### src/rtl/ppc_pkg.sv
package ppc_pkg;
    localparam int NFLAG = 3;
    localparam int NLINE = 4;

    localparam int FLG_IDLE = 0;
    localparam int FLG_DREQ = 1;
    localparam int FLG_STAT = 2;

    localparam int BIT_NEW     = 7;
    localparam int BIT_IDLE_EN = 6;
    localparam int BIT_STAT_EN = 5;
    localparam int BIT_DREQ_EN = 4;

    localparam logic [3:0] MODE_OFF  = 4'h0;
    localparam logic [3:0] MODE_RSVD = 4'hD;

    typedef enum logic [2:0] {
        ST_OFF,
        ST_REINIT,
        ST_PERIPH,
        ST_HOST,
        ST_INERT
    } ctl_state_t;
endpackage

### src/rtl/ppc_regfile.sv
module ppc_regfile
    import ppc_pkg::*;
#(
    parameter int          AW        = 8,
    parameter logic [AW-1:0] MODE_ADDR = 'hD9,
    parameter logic [AW-1:0] EVT_ADDR  = 'hDA,
    parameter logic [AW-1:0] OVR_ADDR  = 'hDB
) (
    input  logic             clk,
    input  logic             rst_n,
    input  logic [AW-1:0]    addr,
    input  logic             wr,
    input  logic             rd,
    input  logic [7:0]       wdata,
    input  logic [NFLAG-1:0] flags_i,
    input  logic             irq_i,
    output logic [3:0]       mode_o,
    output logic [NFLAG-1:0] en_o,
    output logic [NLINE-1:0] ovr_hi_o,
    output logic [NLINE-1:0] ovr_lo_o,
    output logic             newmode_o,
    output logic [NFLAG-1:0] clr_o,
    output logic [7:0]       rdata_o
);
    logic [3:0]       mode_q;
    logic [NFLAG-1:0] en_q;
    logic [NLINE-1:0] hi_q, lo_q;
    logic             wr_mode, wr_evt, wr_ovr;

    always_comb begin
        wr_mode   = wr && (addr == MODE_ADDR);
        wr_evt    = wr && (addr == EVT_ADDR);
        wr_ovr    = wr && (addr == OVR_ADDR);
        newmode_o = wr_mode && wdata[BIT_NEW];
        clr_o     = wr_evt ? wdata[NFLAG-1:0] : '0;
    end

    always_ff @(posedge clk or negedge rst_n) begin
        if (!rst_n) begin
            mode_q <= '0;
            en_q   <= '0;
            hi_q   <= '0;
            lo_q   <= '0;
        end else begin
            if (wr_mode) begin
                en_q[FLG_IDLE] <= wdata[BIT_IDLE_EN];
                en_q[FLG_STAT] <= wdata[BIT_STAT_EN];
                en_q[FLG_DREQ] <= wdata[BIT_DREQ_EN];
                if (wdata[BIT_NEW]) begin
                    mode_q <= wdata[3:0];
                end
            end
            if (wr_ovr) begin
                hi_q <= wdata[7:4];
                lo_q <= wdata[3:0];
            end
        end
    end

    always_comb begin
        rdata_o = '0;
        if (rd) begin
            if (addr == MODE_ADDR) begin
                rdata_o[BIT_IDLE_EN] = en_q[FLG_IDLE];
                rdata_o[BIT_STAT_EN] = en_q[FLG_STAT];
                rdata_o[BIT_DREQ_EN] = en_q[FLG_DREQ];
                rdata_o[3:0]         = mode_q;
            end else if (addr == EVT_ADDR) begin
                rdata_o[NFLAG-1:0] = flags_i;
                rdata_o[7]         = irq_i;
            end else if (addr == OVR_ADDR) begin
                rdata_o = {hi_q, lo_q};
            end
        end
    end

    assign mode_o   = mode_q;
    assign en_o     = en_q;
    assign ovr_hi_o = hi_q;
    assign ovr_lo_o = lo_q;

    // the mode field moves only on a write carrying the new-mode bit
    a_r2_mode_hold: assert property (@(posedge clk) disable iff (!rst_n)
        !newmode_o |=> $stable(mode_q));
endmodule

### src/rtl/ppc_ctl_fsm.sv
module ppc_ctl_fsm
    import ppc_pkg::*;
(
    input  logic       clk,
    input  logic       rst_n,
    input  logic       newmode_i,
    input  logic [3:0] mode_i,
    output logic       reinit_o,
    output logic       periph_o,
    output logic       host_o,
    output logic       inert_o
);
    ctl_state_t state_q, state_d;

    always_ff @(posedge clk or negedge rst_n) begin
        if (!rst_n) state_q <= ST_OFF;
        else        state_q <= state_d;
    end

    always_comb begin
        state_d = state_q;                       // HOLD
        if (newmode_i) begin
            state_d = ST_REINIT;                 // GO_REINIT
        end else begin
            unique case (state_q)
                ST_REINIT: begin
                    if (mode_i == MODE_OFF)       state_d = ST_OFF;     // SETTLE_OFF
                    else if (!mode_i[3])          state_d = ST_PERIPH;  // SETTLE_PERIPH
                    else if (mode_i == MODE_RSVD) state_d = ST_INERT;   // SETTLE_INERT
                    else                          state_d = ST_HOST;    // SETTLE_HOST
                end
                ST_OFF, ST_PERIPH, ST_HOST, ST_INERT: state_d = state_q;
                default: state_d = ST_OFF;
            endcase
        end
    end

    always_comb begin
        reinit_o = 1'b0;
        periph_o = 1'b0;
        host_o   = 1'b0;
        inert_o  = 1'b0;
        unique case (state_q)
            ST_OFF:    ;
            ST_REINIT: reinit_o = 1'b1;
            ST_PERIPH: periph_o = 1'b1;
            ST_HOST:   host_o   = 1'b1;
            ST_INERT:  inert_o  = 1'b1;
            default:   ;
        endcase
    end

    // the reinitialise pulse lasts one cycle unless retriggered
    a_r3_reinit_single: assert property (@(posedge clk) disable iff (!rst_n)
        (reinit_o && !newmode_i) |=> !reinit_o);
    // a new-mode write always produces the pulse next cycle
    a_r3_reinit_follows: assert property (@(posedge clk) disable iff (!rst_n)
        newmode_i |=> reinit_o);
    // at most one activity output at a time
    a_r4_exclusive: assert property (@(posedge clk) disable iff (!rst_n)
        $onehot0({reinit_o, periph_o, host_o, inert_o}));
endmodule

### src/rtl/ppc_flags.sv
module ppc_flags
    import ppc_pkg::*;
#(
    parameter logic [NFLAG-1:0] ENTRY_MASK = 3'b011
) (
    input  logic             clk,
    input  logic             rst_n,
    input  logic [NFLAG-1:0] set_i,
    input  logic             entry_i,
    input  logic [NFLAG-1:0] clr_i,
    input  logic [NFLAG-1:0] en_i,
    output logic [NFLAG-1:0] flag_o,
    output logic             irq_o
);
    logic [NFLAG-1:0] flg_q, elig_q;

    for (genvar k = 0; k < NFLAG; k++) begin : g_flag
        logic silent;
        assign silent = ENTRY_MASK[k] && entry_i;

        always_ff @(posedge clk or negedge rst_n) begin
            if (!rst_n) begin
                flg_q[k]  <= 1'b0;
                elig_q[k] <= 1'b0;
            end else if (set_i[k]) begin
                flg_q[k]  <= 1'b1;
                elig_q[k] <= elig_q[k] || !silent;
            end else if (clr_i[k]) begin
                flg_q[k]  <= 1'b0;
                elig_q[k] <= 1'b0;
            end
        end

        // a flag first set by mode entry is latched but not eligible
        a_r5_entry_silent: assert property (@(posedge clk) disable iff (!rst_n)
            (set_i[k] && silent && !flg_q[k]) |=> (flg_q[k] && !elig_q[k]));
        // a clear without a coincident event drops the flag
        a_r7_clear: assert property (@(posedge clk) disable iff (!rst_n)
            (clr_i[k] && !set_i[k]) |=> !flg_q[k]);
        // an event wins over a clear in the same cycle
        a_r7_set_wins: assert property (@(posedge clk) disable iff (!rst_n)
            set_i[k] |=> flg_q[k]);
    end

    assign flag_o = flg_q;
    assign irq_o  = |(flg_q & elig_q & en_i);

    // no request while every enable is clear
    a_r6_no_irq_disabled: assert property (@(posedge clk) disable iff (!rst_n)
        (en_i == '0) |-> !irq_o);
endmodule

### src/rtl/ppc_line_ovr.sv
module ppc_line_ovr
    import ppc_pkg::*;
(
    input  logic             periph_i,
    input  logic [NLINE-1:0] hi_i,
    input  logic [NLINE-1:0] lo_i,
    input  logic [NLINE-1:0] sm_i,
    output logic [NLINE-1:0] pin_o
);
    for (genvar i = 0; i < NLINE; i++) begin : g_line
        always_comb begin
            if (!periph_i)   pin_o[i] = sm_i[i];
            else if (lo_i[i]) pin_o[i] = 1'b0;
            else if (hi_i[i]) pin_o[i] = 1'b1;
            else              pin_o[i] = sm_i[i];
        end
    end
endmodule

### src/rtl/ppc_mode_ctrl.sv
module ppc_mode_ctrl
    import ppc_pkg::*;
(
    input  logic       clk,
    input  logic       rst_n,
    input  logic [7:0] cpu_addr,
    input  logic       cpu_wr,
    input  logic       cpu_rd,
    input  logic [7:0] cpu_wdata,
    output logic [7:0] cpu_rdata,
    input  logic       ev_idle,
    input  logic       ev_dreq,
    input  logic       ev_stat,
    input  logic       ev_entry,
    input  logic [3:0] sm_lines,
    output logic [3:0] pin_lines,
    output logic [3:0] mode_sel,
    output logic       reinit,
    output logic       periph_act,
    output logic       host_act,
    output logic       mode_inert,
    output logic       irq
);
    logic [NFLAG-1:0] flags, en, clr, set_vec;
    logic [NLINE-1:0] ovr_hi, ovr_lo;
    logic             newmode;

    always_comb begin
        set_vec           = '0;
        set_vec[FLG_IDLE] = ev_idle;
        set_vec[FLG_DREQ] = ev_dreq;
        set_vec[FLG_STAT] = ev_stat;
    end

    ppc_regfile #(.AW(8)) u_regs (
        .clk(clk), .rst_n(rst_n), .addr(cpu_addr), .wr(cpu_wr), .rd(cpu_rd),
        .wdata(cpu_wdata), .flags_i(flags), .irq_i(irq), .mode_o(mode_sel),
        .en_o(en), .ovr_hi_o(ovr_hi), .ovr_lo_o(ovr_lo), .newmode_o(newmode),
        .clr_o(clr), .rdata_o(cpu_rdata)
    );

    ppc_ctl_fsm u_fsm (
        .clk(clk), .rst_n(rst_n), .newmode_i(newmode), .mode_i(mode_sel),
        .reinit_o(reinit), .periph_o(periph_act), .host_o(host_act),
        .inert_o(mode_inert)
    );

    ppc_flags #(.ENTRY_MASK(3'b011)) u_flags (
        .clk(clk), .rst_n(rst_n), .set_i(set_vec), .entry_i(ev_entry || reinit),
        .clr_i(clr), .en_i(en), .flag_o(flags), .irq_o(irq)
    );

    ppc_line_ovr u_ovr (
        .periph_i(periph_act), .hi_i(ovr_hi), .lo_i(ovr_lo),
        .sm_i(sm_lines), .pin_o(pin_lines)
    );

    // outside peripheral operation the lines pass straight through
    a_r9_passthru: assert property (@(posedge clk) disable iff (!rst_n)
        !periph_act |-> (pin_lines == sm_lines));
    // peripheral operation is only reached for a peripheral mode code
    a_r4_periph_code: assert property (@(posedge clk) disable iff (!rst_n)
        periph_act |-> (!mode_sel[3] && mode_sel != 4'h0));
endmodule

### config.mk
export PLATFORM = sky130hd
export DESIGN_NAME = ppc_mode_ctrl
export DESIGN_NICKNAME = d
export VERILOG_FILES = /design/src/rtl/ppc_pkg.sv /design/src/rtl/ppc_regfile.sv /design/src/rtl/ppc_ctl_fsm.sv /design/src/rtl/ppc_flags.sv /design/src/rtl/ppc_line_ovr.sv /design/src/rtl/ppc_mode_ctrl.sv
export SDC_FILE = /design/constraint.sdc
export NUM_CORES = 1
export LEC_CHECK = 0
export BUFFER_PORTS_ARGS = -buffer_cell sky130_fd_sc_hd__buf_2
export CORE_MARGIN = 2
export CORE_UTILIZATION = 49
export DETAILED_ROUTE_END_ITERATION = 10
export GPL_ROUTABILITY_DRIVEN = 0
export GPL_TIMING_DRIVEN = 1
export PLACE_DENSITY = 0.88
export SLEW_MARGIN = 20
export SYNTH_ARGS = -nofsm -noshare
export SYNTH_HDL_FRONTEND = slang
export SYNTH_HIERARCHICAL = 1
export SYNTH_SLANG_ARGS = --single-unit
### constraint.sdc
create_clock -name clk -period 1.5 [get_ports clk]
set_input_delay 0.3 -clock clk [delete_from_list [all_inputs] [get_ports clk]]
set_output_delay 0.3 -clock clk [all_outputs]
set_load 0.1 [all_outputs]
==> results_dict.tcl <==
set metrics [dict create \
    drc 0 \
    ys.flop_type "dfrtp_1" \
    cts_buffers 3 \
    firstDrtPassIters 4 \
    via_count 1480 \
    worst_pin_slew_ps 540 \
    cellLeakagePower_nw 1.14 \
    path_class "reg -> out" \
    synthTopCellsByArea "dfrtp_1 42%, mux2_4 8.9%, mux2_2 8.3%, a21oi_2 5.2%, mux2i_1 3.7%" \
    path_clk_slew_ps 130 \
    synth_seq_area_share 0.424 \
    cp.arrival_ps 1630 \
    hpwl_um 3270 \
    num_io_pins 49 \
    yosysWarnings 6 \
    hold_violations 0 \
    start_util 0.505 \
    cts_tree "built" \
    n_fill_cell 60 \
    grt.total_usage 0.357 \
    rsz0062_at_grt "yes" \
    wirelength_um 6430 \
    crit_fanout 3 \
    comb_power_share 0.305 \
    die_h_um 56.6 \
    power_switching_share 0.336 \
    syn-num-nets 147 \
    clock-sinks 23 \
    drtIter0Drc 83 \
    synth_cells 119 \
    relSlewSlack 0.640 \
    antenna_found_initial 0 \
    ant_nets 0 \
    rows 19 \
    startpoint_type "register" \
    grt_start_max_net_pins 24 \
    die_x_um 56.6 \
    core_area_sq_um 2690 \
    port_buffers 48 \
    fmax_mhz 518 \
    period_needed_ps 1930 \
    p_sw_mw 0.467 \
    fin_ws_ps -432 \
    cts_root_buffer "clkbuf_4" \
    netlist_top_cells_count "23 x dfrtp_1, 10 x mux2_2, 10 x nor2_1, 8 x a21oi_2, 8 x mux2_4" \
    die_area_sq_um 3200 \
    finalNetCount 236 \
    grt_pass1_wl_um 8280 \
    async_reset_ff_frac 1.00 \
    synth_top_area_frac 0.424 \
    r2r_slack_ps -60 \
    max_cap_violations 0 \
    ir_drop_mv 0.907 \
    synth_seq_cells 23 \
    multi_input_area_sq_um 996 \
    grt_pass1_vias 1517 \
    clock-skew-final_ps 4.71 \
    wl_per_cell_um 27.0 \
    syn2layout_area_growth_pct 89.1 \
    setup_viol 24 \
    setup_total_negative_slack_ps -5910 \
    finalCritPeriodShare 1.29 \
    status "finished with violations" \
    synth.distinct_cells 37 \
    critPathRequiredTime_ps 1200 \
    internal_power_mw 0.921 \
    synth_enable_flop_cells 0 \
    power_mw 1.39 \
    seqCellArea_sq_um 591 \
    hp-class "in -> reg" \
    cellPowerDensity_nw_per_um2 541 \
    cts_max_level 1 \
    clkLatencyLatePin_ps 320 \
    via_per_inst 6.22 \
    maxSlewViolCount 0 \
    clock_power_share 0.216 \
    synth_area_sq_um 1360 \
    yosys.area.top_type "dfrtp_1" \
    cts_buffer_depth 2 \
    synth_most_common_cell "dfrtp_1" \
    overflow 0 \
    avgSynthCellArea_sq_um 11.4 \
    violations "negative setup slack" \
    crit_path_end_kind "primary output" \
    pwr-share-seq 0.479 \
    antenna_cells 0 \
    layout-drive-gt1-share 0.739 \
]
[final cells by class]
cell class	instances	area share
repair buffers	89	0.348
clock buffers	3	0.00878
flip-flops and latches	23	0.230
well taps	31	0.0151
multi-input cells	86	0.388
clock inverters	1	0.00195
inverters	5	0.00732
[kinds of logic (layout without fill, tap and decap cells)]
kind of cell / Yosys count / count (layout) / share of synthesized area
simple gates: 43 / 43 / 0.203
compound gates: 20 / 20 / 0.122
mux: 23 / 23 / 0.208
flops: 23 / 23 / 0.424
buf+inv: 10 / 98 / 0.0424
[metrics by stage]
stage               cell area [sq um]  hold WS (ps)  std cells   util  worst slack, ps
finish                           2560           176        238  0.955             -432
global route                     2560           163        238  0.955             -475
CTS                              2490           162        232  0.928             -344
detailed placement               2230           305        221  0.831             -420
global placement                 2230           286        221  0.831             -316
floorplan                        1530          4.41        119      -            -1030
[state kept, by name (all words and copies together) (netlist names)]
| signal | count |
|---|---|
| u_regs/ovr_lo_o | 4 |
| u_fsm/state_q | 3 |
| u_regs/mode_o | 4 |
| u_flags/elig_q | 2 |
| u_flags/flag_o | 3 |
| u_regs/en_o | 3 |
| u_regs/ovr_hi_o | 4 |
[metal layers]
layer,up-vias,share of wire,routed length [um],GRT usage
li1,608,-,-,-
met4,0,0.070,452,0.167
met5,-,0,0,0
met1,718,0.35,2230,0.438
met3,46,0.069,444,0.0484
met2,108,0.51,3300,0.616
[worst max-delay path, cell delays in order (launching register included)]
cell	delay, ps
dfrtp_1	470
a32oi_2	280
nand2_4	120
mux2i_4	200
nor3_4	60
buf_12	160
[path summary, 6_finish.rpt]
path | from | to | cells after the start
hold / removal | ev_stat | u_flags/flag_o[2]$_DFFE_PN0P_ | 2
min in group asynchronous | rst_n | u_regs/ovr_hi_o[3]$_DFFE_PN0P_ | 2
hold reg to reg | u_regs/en_o[1]$_DFFE_PN0P_ | u_regs/en_o[1]$_DFFE_PN0P_ | 1
setup / recovery | u_flags/flag_o[2]$_DFFE_PN0P_ | cpu_rdata[7] | 5
max in group asynchronous | rst_n | u_regs/mode_o[0]$_DFFE_PN0P_ | 2
setup reg to reg | u_fsm/state_q[2]$_DFFE_PN0P_ | u_flags/elig_q[1]$_DFFE_PN0P_ | 6
[cell usage in the layout (no fill, tap or decap), types with 2 or more instances in the layout]
cell / count
buf_4: 34
buf_2: 24
buf_12: 19
dfrtp_1: 19
mux2_4: 11
buf_6: 10
a21oi_4: 8
nor2_4: 7
mux2_2: 7
inv_1: 5
and2_1: 4
dfrtp_4: 4
clkbuf_4: 3
nand2b_1: 3
nor3b_4: 3
nor2_1: 3
a22oi_2: 3
nand3_1: 2
a22o_1: 2
a21o_1: 2
nor4_1: 2
nand3b_1: 2
mux2i_2: 2
mux2i_1: 2
nand2_1: 2
nor4_2: 2
[power by group through the flow]
stage / registers (mW) / logic (mW) / clock network (mW)
after detailed placement: 0.670 / 0.346 / 0
after global placement: 0.667 / 0.332 / 0
final: 0.666 / 0.423 / 0.300
after CTS: 0.662 / 0.397 / 0.295
after floorplan: 0.689 / 0.176 / 0
after global routing: 0.667 / 0.434 / 0.325
[repair_timing]
action	4_1_cts	5_1_grt
hold buffers	1	0
gates resized for setup	40	5
endpoints found under the hold margin	23	0
setup endpoints to repair	21	20
pin swaps	17	6
setup buffers	6	8
Power figures use the tool's default switching activity.
